**src/rtl/sup_pkg.sv**
```systemverilog
package sup_pkg;
   typedef enum logic [1:0] {
      ST_CHARGING       = 2'd0,
      ST_RUN            = 2'd1,
      ST_FAULT_WAIT     = 2'd2,
      ST_DISCHARGE_WAIT = 2'd3
   } sup_state_e;

   localparam int CAUSE_W = 2;
   localparam int CAUSE_OV_BIT = 0;
   localparam int CAUSE_OT_BIT = 1;
endpackage

```
**src/rtl/sup_sync.sv**
```systemverilog
module sup_sync #(
   parameter int STAGES = 2
) (
   input  logic clk,
   input  logic rst_n,
   input  logic d_async,
   output logic q_sync
);
   if (STAGES < 2) begin : g_bad_stages
      $error("sup_sync: STAGES must be at least 2");
   end

   logic [STAGES-1:0] chain_q;

   always_ff @(posedge clk) begin
      if (!rst_n) chain_q <= '0;
      else        chain_q <= {chain_q[STAGES-2:0], d_async};
   end

   assign q_sync = chain_q[STAGES-1];
endmodule

```
**src/rtl/sup_ovp_debounce.sv**
```systemverilog
module sup_ovp_debounce #(
   parameter int VCODE_W        = 8,
   parameter int OVP_LEVEL      = 240,
   parameter int DEBOUNCE_TICKS = 200
) (
   input  logic               clk,
   input  logic               rst_n,
   input  logic [VCODE_W-1:0] supply_code,
   input  logic               ms_tick,
   output logic               ovp_hit
);
   localparam int CW = $clog2(DEBOUNCE_TICKS + 1);
   localparam logic [CW-1:0]      LIMIT = CW'(DEBOUNCE_TICKS);
   localparam logic [VCODE_W-1:0] OVP_C = VCODE_W'(OVP_LEVEL);

   if (DEBOUNCE_TICKS < 1) begin : g_bad_deb
      $error("sup_ovp_debounce: DEBOUNCE_TICKS must be positive");
   end

   logic          over;
   logic [CW-1:0] cnt_q;

   assign over = supply_code > OVP_C;

   always_ff @(posedge clk) begin
      if (!rst_n)                        cnt_q <= '0;
      else if (!over)                    cnt_q <= '0;
      else if (ms_tick && cnt_q < LIMIT) cnt_q <= cnt_q + 1'b1;
   end

   assign ovp_hit = (cnt_q == LIMIT);


   count_up_chk: assert property (@(posedge clk) disable iff (!rst_n)
      (cnt_q != $past(cnt_q) && cnt_q != '0) |-> $past(over && ms_tick));


   count_clear_chk: assert property (@(posedge clk) disable iff (!rst_n)
      !over |=> (cnt_q == '0));
endmodule

```
**src/rtl/sup_restart_fsm.sv**
```systemverilog
module sup_restart_fsm
   import sup_pkg::*;
#(
   parameter int VCODE_W   = 8,
   parameter int ON_LEVEL  = 160,
   parameter int OFF_LEVEL = 50
) (
   input  logic               clk,
   input  logic               rst_n,
   input  logic [VCODE_W-1:0] supply_code,
   input  logic               ovp_hit,
   input  logic               hot_sync,
   output logic               switch_en,
   output logic               startup_en,
   output logic [CAUSE_W-1:0] fault_cause
);
   localparam logic [VCODE_W-1:0] ON_C  = VCODE_W'(ON_LEVEL);
   localparam logic [VCODE_W-1:0] OFF_C = VCODE_W'(OFF_LEVEL);

   sup_state_e         state_q;
   logic [CAUSE_W-1:0] cause_q;
   logic               at_on, at_off, fault_now;

   assign at_on     = supply_code >= ON_C;
   assign at_off    = supply_code <= OFF_C;
   assign fault_now = ovp_hit | hot_sync;

   always_ff @(posedge clk) begin
      if (!rst_n) begin
         state_q <= ST_CHARGING;
         cause_q <= '0;
      end else begin
         unique case (state_q)
            ST_CHARGING: if (at_on) begin
               state_q <= ST_RUN;
               cause_q <= '0;
            end
            ST_RUN: if (fault_now) begin
               state_q <= ST_FAULT_WAIT;
               cause_q[CAUSE_OV_BIT] <= ovp_hit;
               cause_q[CAUSE_OT_BIT] <= hot_sync;
            end else if (at_off) begin
               state_q <= ST_CHARGING;
            end
            ST_FAULT_WAIT:     state_q <= ST_DISCHARGE_WAIT;
            ST_DISCHARGE_WAIT: if (at_off) state_q <= ST_CHARGING;
            default:           state_q <= ST_CHARGING;
         endcase
      end
   end

   assign switch_en   = (state_q == ST_RUN);
   assign startup_en  = (state_q == ST_CHARGING);
   assign fault_cause = cause_q;


   fault_stop_chk: assert property (@(posedge clk) disable iff (!rst_n)
      (switch_en && fault_now) |=> (!switch_en && !startup_en));


   uvlo_drop_chk: assert property (@(posedge clk) disable iff (!rst_n)
      (switch_en && !fault_now && at_off) |=> (!switch_en && startup_en));


   cause_clear_chk: assert property (@(posedge clk) disable iff (!rst_n)
      $rose(switch_en) |-> (fault_cause == '0));


   discharge_hold_chk: assert property (@(posedge clk) disable iff (!rst_n)
      (state_q == ST_DISCHARGE_WAIT && !at_off) |=> (!switch_en && !startup_en));


   no_early_run_chk: assert property (@(posedge clk) disable iff (!rst_n)
      (startup_en && !at_on) |=> !switch_en);
endmodule

```
**src/rtl/supply_supervisor.sv**
```systemverilog
module supply_supervisor #(
   parameter int VCODE_W        = 8,
   parameter int ON_LEVEL       = 160,
   parameter int OFF_LEVEL      = 50,
   parameter int OVP_LEVEL      = 240,
   parameter int DEBOUNCE_TICKS = 200,
   parameter int SYNC_STAGES    = 2
) (
   input  logic               clk,
   input  logic               rst_n,
   input  logic [VCODE_W-1:0] supply_code,
   input  logic               hot_flag_async,
   input  logic               ms_tick,
   output logic               switch_en,
   output logic               startup_en,
   output logic [1:0]         fault_cause
);
   if (!(OFF_LEVEL < ON_LEVEL && ON_LEVEL < OVP_LEVEL)) begin : g_bad_levels
      $error("supply_supervisor: need OFF_LEVEL < ON_LEVEL < OVP_LEVEL");
   end
   if (OVP_LEVEL >= (1 << VCODE_W)) begin : g_bad_width
      $error("supply_supervisor: OVP_LEVEL exceeds code range");
   end

   logic hot_sync, ovp_hit;

   if (SYNC_STAGES == 0) begin : g_no_sync
      assign hot_sync = hot_flag_async;
   end else begin : g_sync
      sup_sync #(.STAGES(SYNC_STAGES)) u_sync (
         .clk(clk), .rst_n(rst_n), .d_async(hot_flag_async), .q_sync(hot_sync)
      );
   end

   sup_ovp_debounce #(
      .VCODE_W(VCODE_W), .OVP_LEVEL(OVP_LEVEL), .DEBOUNCE_TICKS(DEBOUNCE_TICKS)
   ) u_ovp (
      .clk(clk), .rst_n(rst_n), .supply_code(supply_code),
      .ms_tick(ms_tick), .ovp_hit(ovp_hit)
   );

   sup_restart_fsm #(
      .VCODE_W(VCODE_W), .ON_LEVEL(ON_LEVEL), .OFF_LEVEL(OFF_LEVEL)
   ) u_fsm (
      .clk(clk), .rst_n(rst_n), .supply_code(supply_code),
      .ovp_hit(ovp_hit), .hot_sync(hot_sync),
      .switch_en(switch_en), .startup_en(startup_en), .fault_cause(fault_cause)
   );
endmodule

```
**config.mk**
```make
export PLATFORM = sky130hd
export DESIGN_NAME = supply_supervisor
export DESIGN_NICKNAME = d
export VERILOG_FILES = /design/src/rtl/sup_pkg.sv /design/src/rtl/sup_sync.sv /design/src/rtl/sup_ovp_debounce.sv /design/src/rtl/sup_restart_fsm.sv /design/src/rtl/supply_supervisor.sv
export SDC_FILE = /design/constraint.sdc
export NUM_CORES = 1
export LEC_CHECK = 0
export ABC_AREA = 1
export BUFFER_PORTS_ARGS = -buffer_cell sky130_fd_sc_hd__buf_2
export CAP_MARGIN = 15
export CORE_MARGIN = 3
export CORE_UTILIZATION = 54
export DETAILED_ROUTE_END_ITERATION = 16
export PLACE_DENSITY = 0.9
export SETUP_SLACK_MARGIN = 0.1
export SLEW_MARGIN = 20
export SYNTH_ARGS = -nofsm -noshare
export SYNTH_HDL_FRONTEND = slang
export SYNTH_SLANG_ARGS = --single-unit
```
**constraint.sdc**
```tcl
create_clock -name clk -period 2.3 [get_ports clk]
set_clock_uncertainty 0.05 [all_clocks]
set_input_delay 0.46 -clock clk [delete_from_list [all_inputs] [get_ports clk]]
set_output_delay 0.46 -clock clk [all_outputs]
set_load 0.02 [all_outputs]
```
# After elaboration in Yosys (flattened, before gate mapping)
# Index checks and enable logic that the tools add are counted.
[word_totals]
regBits = 14
input_bits = 12
elab_cells = 28
out_inout_bits = 4
[op_classes]
n_bitwise = 1
add_sub_neg = 1
mux = 7
n_eq_ne = 6
n_reduce_logical = 5
n_lt_le_gt_ge = 4
[op_table]
columns = ["operator", "n"]
rows = [
  ["$mux W2", 5],
  ["$add A8 B1 Y8 const B", 1],
  ["$eq A8 B8 Y1 const B", 1],
  ["$ge A8 B8 Y1 const B", 1],
  ["$gt A8 B8 Y1 const B", 1],
  ["$le A8 B6 Y1 const B", 1],
  ["$lt A8 B8 Y1 const B", 1],
  ["$pmux W2 S4", 1],
  ["$eq A2 B2 Y1 const B", 2],
  ["$ne A2 B1 Y1 const B", 2],
  ["$pmux W2 S2", 1],
  ["$reduce_and A3 Y1", 1],
  ["$eq A2 B1 Y1 const B", 1],
  ["$logic_not A2 Y1", 1],
  ["$reduce_and A2 Y1", 1],
  ["$reduce_bool A2 Y1", 1],
  ["$logic_and A1 B1 Y1", 1],
  ["$or A1 B1 Y1", 1],
]

# Longest topological paths before layout
# Gate-level depths: netlist of run 1.
[logic_depth]
ltp_word = 4
mapped_depth = 9
mapped_depth_nobuf = 9

# Hierarchy
# From an unflattened synthesis of run 1, not the netlist that was laid out.
[unflattened]
hier_cells = 132
area_unflattened_um2 = 852.1
[by_module_without_submodules]
columns = ["module", "n_inst", "cells_each", "area_each_um2"]
rows = [
  ["sup_ovp_debounce", 1, 78, 524.3],
  ["sup_restart_fsm", 1, 48, 272.8],
  ["sup_sync", 1, 6, 55.1],
]

# Worst setup path before layout of run 1
# OpenSTA, ideal clock, no wires.
[synth_timing]
path_kind = "reg2reg"
start = "register u_fsm.state_q[0]"
end = "register u_fsm.cause_q[1] (netlist: u_fsm.fault_cause[1])"
t_required_ns = 2.133
path_slack_ns = 1.013
arrival_ns = 1.119
path_stages_with_launch = 8
cell_sequence = "dfxtp_1 inv_2 nor2_1 nand2_1 nand3_1 nand2_1 nand2_1 a21oi_1"
[synth_between]
elab_chain_len = 3
word_cells_on_any_way = 7
[synth_lines]
columns = ["item", "line", "rtl"]
rows = [
  ["start, declared", "sup_restart_fsm.sv:20", "sup_state_e state_q;"],
  ["start signal, assigned", "sup_restart_fsm.sv:30", "state_q <= ST_CHARGING;"],
  ["start signal, assigned", "sup_restart_fsm.sv:35", "state_q <= ST_RUN;"],
  ["start signal, assigned", "sup_restart_fsm.sv:39", "state_q <= ST_FAULT_WAIT;"],
  ["$eq A2 B1 Y1 *", "-", ""],
  ["via switch_en", "supply_supervisor.sv:14", "output logic switch_en,"],
  ["$ne A2 B1 Y1 (no source line) / $reduce_bool A2 Y1 (equally long branches)", "-", ""],
  ["$reduce_and A3 Y1 (no source line)", "-", ""],
  ["end signal, assigned by index", "sup_restart_fsm.sv:40", "cause_q[CAUSE_OV_BIT] <= ovp_hit;"],
  ["end signal, assigned by index", "sup_restart_fsm.sv:41", "cause_q[CAUSE_OT_BIT] <= hot_sync;"],
  ["end, declared", "sup_restart_fsm.sv:21", "logic [CAUSE_W-1:0] cause_q;"],
]
# Mark *: on every way through the listed nets, which the timed path passes. The rest lies on a longest branch.
# A chain may end at the register's enable or synchronous reset.

# Worst setup path in the final report of run 1
[layout_timing]
start = "register u_fsm.state_q[0]"
end = "output switch_en"
[layout_between]
elab_chain_len = 1
[layout_lines]
columns = ["item", "line", "rtl"]
rows = [
  ["$eq A2 B1 Y1", "sup_restart_fsm.sv:52", "assign switch_en = (state_q == ST_RUN);"],
  ["end, declared", "supply_supervisor.sv:14", ""],
]
# Every way passes these cells.

==> metrics.md, run 1 <==
| Metric | Value |
|---|---|
| Worst VDD drop | `between 0.0003 and 0.0004 V` |
| GRT Util Overall | `roughly 16%` |
| Clock sinks | `14` |
| Final hold vios | `0` |
| Vias/cell | `~5.0` |
| Fraction of the mapped netlist area in adder cells | `under 10%` |
| CP Launch Type | `flop` |
| Vias in the first global route | `about 550` |
| Core footprint | `roughly 1200 µm²` |
| Wire length of the first global-routing pass | `between 2000 and 2500 µm` |
| Pin count of the biggest net entering global routing | `8` |
| Post-synthesis sequential area ratio | `around two fifths` |
| DR WL/cell | `10.11 µm` |
| Worst setup EP type | `output pin` |
| # setup viols final | `0` |
| Hold WC Path Type | `input pin to flop` |
| Chip height | `roughly 42 µm` |
| Final Critical Period | `between 1.5 and 2 ns` |
| Number of synthesized register bits | `14` |
| Final Cycle Share | `between 60% and 70%` |
| Layout net count | `around 130` |
| Std cell rows | `12` |
| Antenna diodes | `0` |
| Status | `completed` |
| Setup crit end | `switch_en` |
| Crit Path Class | `flop to output pin` |
| Drt total wl | `1335 µm` |
| Fin util | `70.67%` |
| Leak | `~0.39 nW` |
| Clock Latency Late Sink | `around 0.28 ns` |
| Syn Inst Count | `100` |
| Slew @ Worst Pin | `approximately 0.27 ns` |
| Post-DP HPWL | `1077 µm` |
| Compound-Gate Fraction of Synth Area | `between 10% and 20%` |
| # IOs | `16` |
| CTS resizes | `0` |
| Max-cap violations | `0` |
| Largest family of logic cells by synthesized area | `simple AND/OR/NAND/NOR gates` |
| DR DRC count | `0` |
| Yosys warns | `0` |
| CTS clk-pin slew, worst paths | `0.08 ns` |
| Unrepaired setup endpoints after global routing | `false` |
| Synth Area in XOR/XNOR | `0%` |
| Drt pass-1 iters | `6` |
| Root buffer cell | `clkbuf_4` |
| CTS Buf Count | `3` |
| Layout cell share with drive strength beyond 1 | `a little over a quarter` |
| CTS tree | `yes` |
| Avg Inst Size Synth | `7.019 µm²` |
| Syn Nets | `around 110` |
| Crit path from | `u_fsm.state_q[0]$_SDFFE_PN0P_` |
| Mapped cell area | `701.9 µm²` |
| Pwr per Cell Area | `approximately 530 nW/µm²` |
| Hold Crit Depth | `3` |
| Setup TNS | `0 ns` |
| Placer Congestion | `roughly 0.83` |
| Fmax | `650.6 MHz` |
| R2r worst-path depth | `9` |
| Post-synthesis mux area share | `0%` |
| Simple-gate share of the synthesized area | `33.51%` |
| Slew Viols, Final | `0` |
| H-tree lvl count | `1` |
| Postcts setup bufs | `0` |
| Worst slew margin | `82.15%` |
| R2R Path Start | `u_ovp.cnt_q[0]$_SDFFE_PN0P_` |
| Initial antenna violation count | `0` |
| Crit path max fanout | `3` |
| Count of cell types in the netlist | `18` |
| Initial core utilization | `60.71%` |
| Global route total overflow | `0` |
| Antenna viol nets, final | `0` |
| WP data arrival | `a little over 1 ns` |
| Hold-fix buffers at CTS | `0` |
| Area grow syn2layout | `16.40%` |
| Die Area | `1769 µm²` |
| Worst reg-to-reg setup slack | `between 0.9 and 1 ns` |
| Vias | `around 670` |
| Data required, critical path | `~1.8 ns` |
| Port bufs | `15` |
| CTS Buffer Depth | `2` |
| Worst reg2reg path endpoint | `u_fsm.fault_cause[0]$_SDFFE_PN0P_` |
| Iter 0 DRT Violations | `14` |
| Die span in x | `approximately 42 µm` |
[how the worst min path moves through the flow]
stage                                                   start                                  end  slack (ns)
after detailed placement  g_sync.u_sync.chain_q[0]$_SDFF_PN0_  g_sync.u_sync.chain_q[1]$_SDFF_PN0_        0.37
after CTS                                      hot_flag_async  g_sync.u_sync.chain_q[0]$_SDFF_PN0_        0.32
after global placement    g_sync.u_sync.chain_q[0]$_SDFF_PN0_  g_sync.u_sync.chain_q[1]$_SDFF_PN0_        0.36
after global routing                           hot_flag_async  g_sync.u_sync.chain_q[0]$_SDFF_PN0_        0.33
after floorplan           g_sync.u_sync.chain_q[0]$_SDFF_PN0_  g_sync.u_sync.chain_q[1]$_SDFF_PN0_        0.34
final                                          hot_flag_async  g_sync.u_sync.chain_q[0]$_SDFF_PN0_        0.31
[flip-flops by register name (all words and copies together), names as in the netlist]
signal / cells
g_sync.u_sync.chain_q: 2
u_ovp.cnt_q: 8
u_fsm.fault_cause: 2
u_fsm.state_q: 2
[area by class of cell]
type                    count  area, µm²
flip-flops and latches     14      280.3
fillers                    93      339.1
multi-input cells          69      355.3
repair buffers             15      75.07
inverters                  17      66.31
clock buffers               3      22.52
well taps                  14      17.52
[Yosys cell counts]
master / count / area share [%]
a21oi_1: 9 / 6.4
inv_2: 5 / 2.7
nor2_1: 11 / 5.9
clkinv_1: 1 / 0.53
nand2_1: 23 / 12
nand3_2: 3 / 4.3
ha_1: 2 / 3.6
nand2_2: 2 / 1.8
o21ai_0: 2 / 1.4
nand2_4: 1 / 1.6
dfxtp_1: 14 / 40
nor3_4: 1 / 2.3
nand3_1: 4 / 2.9
nor3_1: 1 / 0.71
o21ai_1: 8 / 5.7
nand4_1: 2 / 1.8
inv_4: 1 / 0.89
inv_1: 10 / 5.3
[metrics by stage]
| stage | instances | hold WS [ns] | area (µm²) | setup WS (ns) | power (mW) |
|---|---|---|---|---|---|
| 2_1_floorplan | 100 | 0.3400 | 701.9 | 1.013 | 0.2814 |
| 3_3_place_gp | 129 | 0.3570 | 794.5 | 0.9375 | 0.2996 |
| 3_5_place_dp | 129 | 0.3689 | 794.5 | 0.8689 | 0.3009 |
| 4_1_cts | 132 | 0.3156 | 817.0 | 0.7596 | 0.4322 |
| 5_1_grt | 132 | 0.3259 | 817.0 | 0.7330 | 0.4470 |
| 6_report | 132 | 0.3141 | 817.0 | 0.7629 | 0.4313 |
[layer usage]
layer / vias up / share of wire, % / track usage, % / routed length [µm]
met2: 24 / 41 / 23.46 / 549
met5: - / 0 / 0 / 0
met4: 0 / 1.2 / 5.590 / 16
met3: 2 / 6.0 / 2.575 / 80
li1: 359 / - / - / -
met1: 280 / 52 / 22.11 / 689
[cell usage in the layout, fill, tap and decap left out, types with 3 or more instances in the layout]
| cell | synthesis | final |
|---|---|---|
| a21oi_1 | 9 | 9 |
| buf_2 | 0 | 15 |
| clkbuf_4 | 0 | 3 |
| dfxtp_1 | 14 | 14 |
| inv_1 | 10 | 10 |
| inv_2 | 5 | 5 |
| nand2_1 | 23 | 23 |
| nand3_1 | 4 | 4 |
| nand3_2 | 3 | 3 |
| nor2_1 | 11 | 11 |
| o21ai_1 | 8 | 8 |
[where the power goes]
part / internal (mW) / switching [mW]
Combinational: 0.0179 / 0.0301
Clock: 0.0607 / 0.0749
Sequential: 0.246 / 0.00147
[cell families (layout without fill, tap and decap cells)]
group                      count (synthesis)  in the layout
buffers and inverters                     17             35
and+or+nand+nor                           48             48
AOI/OAI and AO/OA                         19             19
DFF                                       14             14
adders and majority gates                  2              2
[critical path, cell delays in order, from the launching register on]
cell and delay, ns:
dfxtp_1 0.33, inv_2 0.04, nor2_1 0.17, buf_2 0.21
Note: power is estimated with default switching activity, not from simulation.
==> inputs of run 2 (changes only) <==
--- a/config.mk
+++ b/config.mk
@@ -5,13 +5,13 @@
 export SDC_FILE = /design/constraint.sdc
 export NUM_CORES = 1
 export LEC_CHECK = 0
-export ABC_AREA = 1
+export ABC_AREA = 0
 export BUFFER_PORTS_ARGS = -buffer_cell sky130_fd_sc_hd__buf_2
 export CAP_MARGIN = 15
 export CORE_MARGIN = 3
-export CORE_UTILIZATION = 54
+export CORE_UTILIZATION = 52
 export DETAILED_ROUTE_END_ITERATION = 16
-export PLACE_DENSITY = 0.9
+export PLACE_DENSITY = 0.86
 export SETUP_SLACK_MARGIN = 0.1
 export SLEW_MARGIN = 20
 export SYNTH_ARGS = -nofsm -noshare
==> constraint.sdc (replaced) <==
create_clock -name clk -period 1.45 [get_ports clk]
set_clock_uncertainty 0.05 [all_clocks]
set_input_delay 0.29 -clock clk [delete_from_list [all_inputs] [get_ports clk]]
set_output_delay 0.29 -clock clk [all_outputs]
set_load 0.02 [all_outputs]
==> metrics.md, run 2 <==
| Metric | Value |
|---|---|
| Die span in x | `44.81 µm` |
| CTS Buf Count | `3` |
| CTS clk-pin slew, worst paths | `approximately 0.09 ns` |
| Vias | `a little over 800` |
| Std cell rows | `13` |
| Slew @ Worst Pin | `between 0.3 and 0.4 ns` |
| Final Critical Period | `about 1.4 ns` |
| # setup viols final | `0` |
| Clock sinks | `14` |
| Pwr per Cell Area | `716.0 nW/µm²` |
| Vias/cell | `6.053` |
| Main area contributors after synthesis | `dfxtp_1, a21oi_1, nand3_1, inv_1, ha_1` |
| Compound-Gate Fraction of Synth Area | `between 30 and 40%` |
| Yosys warns | `0` |
| Post-synthesis sequential area ratio | `35.78%` |
| Count of cell types in the netlist | `39` |
| Core footprint | `1350 µm²` |
| Ys async rst share | `0%` |
| Commonest cells after routing, fill and taps aside | `buf_2, buf_4, a21oi_1` |
| Layout net count | `133` |
| Hold WC Path Type | `input pin to flop` |
| Worst setup EP type | `flop` |
| Syn Inst Count | `91` |
| DR DRC count | `0` |
| Synth Area in XOR/XNOR | `0%` |
| Number of synthesized flops with an enable pin | `0` |
| CP Launch Type | `flop` |
| Root buffer cell | `clkbuf_4` |
| Number of synthesized register bits | `14` |
| Post-synth top flop | `dfxtp_1` |
| Wire length of the first global-routing pass | `~3500 µm` |
| Avg Inst Size Synth | `8.607 µm²` |
| Setup TNS | `0 ns` |
| Area grow syn2layout | `39.14%` |
| # IOs | `16` |
| Top cells by count, synth | `dfxtp_1, a21oi_1, inv_1` |
| Global route total overflow | `0` |
| Final Cycle Share | `between 90% and 100%` |
| Count leader, synth | `dfxtp_1` |
| DR WL/cell | `between 15 and 20 µm` |
| Post-synthesis mux area share | `0%` |
| Crit Path Class | `flop to flop` |
| Total Power | `0.7802 mW` |
| WP data arrival | `about 1.6 ns` |
| Most common cell after layout, fill and taps aside | `buf_2` |
| Largest Register | `u_ovp.cnt_q` |
| Drt total wl | `between 2000 and 2500 µm` |
| Worst VDD drop | `0.0006171 V` |
| Initial antenna violation count | `0` |
| Cell taking the most area after synthesis | `dfxtp_1` |
| Max-cap violations | `0` |
| Fraction of the mapped netlist area in adder cells | `approximately 3.2%` |
| Pin count of the biggest net entering global routing | `10` |
| Slew Viols, Final | `0` |
| Leak | `0.4397 nW` |
| Placer Congestion | `approximately 0.83` |
| Clock Latency Late Sink | `0.29 ns` |
| Layout cell share with drive strength beyond 1 | `roughly half` |
| Die Area | `around 2000 µm²` |
| Unrepaired setup endpoints after global routing | `true` |
| Post-DP HPWL | `1286 µm` |
| Worst slew margin | `about 80%` |
| Crit path max fanout | `6` |
| Hold-fix buffers at CTS | `0` |
| Antenna diodes | `0` |
| H-tree lvl count | `1` |
| Share of the synthesized area in the top cell type | `35.78%` |
| Iter 0 DRT Violations | `18` |
| Data required, critical path | `1.61 ns` |
| Port bufs | `15` |
| Final hold vios | `0` |
| Vias in the first global route | `slightly below 800` |
| Largest family of logic cells by synthesized area | `compound AO/OA/AOI/OAI gates` |
| CTS tree | `yes` |
| Chip height | `44.81 µm` |
| Status | `completed` |
| Largest register FFs | `8` |
| CTS Buffer Depth | `2` |
| Syn Nets | `about 110` |
| GRT Util Overall | `between 20% and 30%` |
| Antenna viol nets, final | `0` |
| Mapped cell area | `slightly below 800 µm²` |
| Drt pass-1 iters | `4` |
| Fmax | `a little over 700 MHz` |
| Initial core utilization | `roughly three fifths` |
| Fin util | `80.72%` |
| Simple-gate share of the synthesized area | `a little under a quarter` |
## run 2: changes by cell type after synthesis, sizes merged, moves of 3 or more
cell / before / now
inv: 16 / 7
a31oi: 0 / 3
nand2: 26 / 5
o311a: 0 / 3
and2: 0 / 4
o21ai: 10 / 4
buf: 0 / 3
nor2: 11 / 4
## run 2: cell type report
cell class	instances	area [µm²]
Fill cell	81	260.3
Sequential cell	14	301.5
Tap cell	15	18.77
Inverter	7	26.28
Clock buffer	4	36.28
Timing Repair Buffer	28	195.2
Multi-Input combinational cell	65	511.7
## run 2: report_power, final
part           switching [mW]  leakage [nW]  internal, mW  total (mW)
Sequential            0.00960         0.119         0.386       0.396
Clock                   0.134        0.0210         0.153       0.287
Combinational          0.0486         0.300        0.0492      0.0978
## run 2: metrics by stage
stage / worst slack, ns / instances / instance area [µm²] / hold slack, ns
3_5_place_dp: 0.03259 / 119 / 869.6 / 0.3710
5_1_grt: 0.0003212 / 133 / 1090 / 0.1716
6_report: 0.06093 / 133 / 1090 / 0.1610
2_1_floorplan: 0.05688 / 91 / 788.3 / 0.3619
3_3_place_gp: 0.06415 / 119 / 869.6 / 0.3657
4_1_cts: 0.08333 / 131 / 1010 / 0.1604
## run 2: kinds of logic after synthesis
group           count (synthesis)
buf+inv                        12
flops                          14
fa+ha+maj                       2
simple gates                   32
compound gates                 31
## run 2: routing by layer
metal,wire [µm],up-vias,part of all wire [%],global-route usage (%)
met5,0,-,0,0
met4,25,0,1.2,5.848
met3,106,6,5.0,6.375
met2,1075,22,50,42.12
met1,928,376,43,29.27
li1,-,401,-,-
## run 2: path summary, 6_finish.rpt
kind | from | end | slack, ns | cells after the start
worst min register to register | g_sync.u_sync.chain_q[0]$_SDFF_PN0_ | g_sync.u_sync.chain_q[1]$_SDFF_PN0_ | 0.39 | 1
worst max-delay path | u_ovp.cnt_q[7]$_SDFFE_PN0P_ | u_ovp.cnt_q[6]$_SDFFE_PN0P_ | 0.06 | 3
worst max register to register | u_ovp.cnt_q[7]$_SDFFE_PN0P_ | u_ovp.cnt_q[6]$_SDFFE_PN0P_ | 0.06 | 3
worst min-delay path | hot_flag_async | g_sync.u_sync.chain_q[0]$_SDFF_PN0_ | 0.16 | 2
## run 2: what timing repair did
item                       CTS  global route
pin swaps                    2             4
resized for setup           14            18
setup endpoints to repair    7            13
setup buffers                8             2
## run 2: worst max-delay path: stages, from the launching register on
cell and delay (ns):
dfxtp_2 0.37, a21bo_2 0.22, or4_1 0.51, a21oi_1 0.16
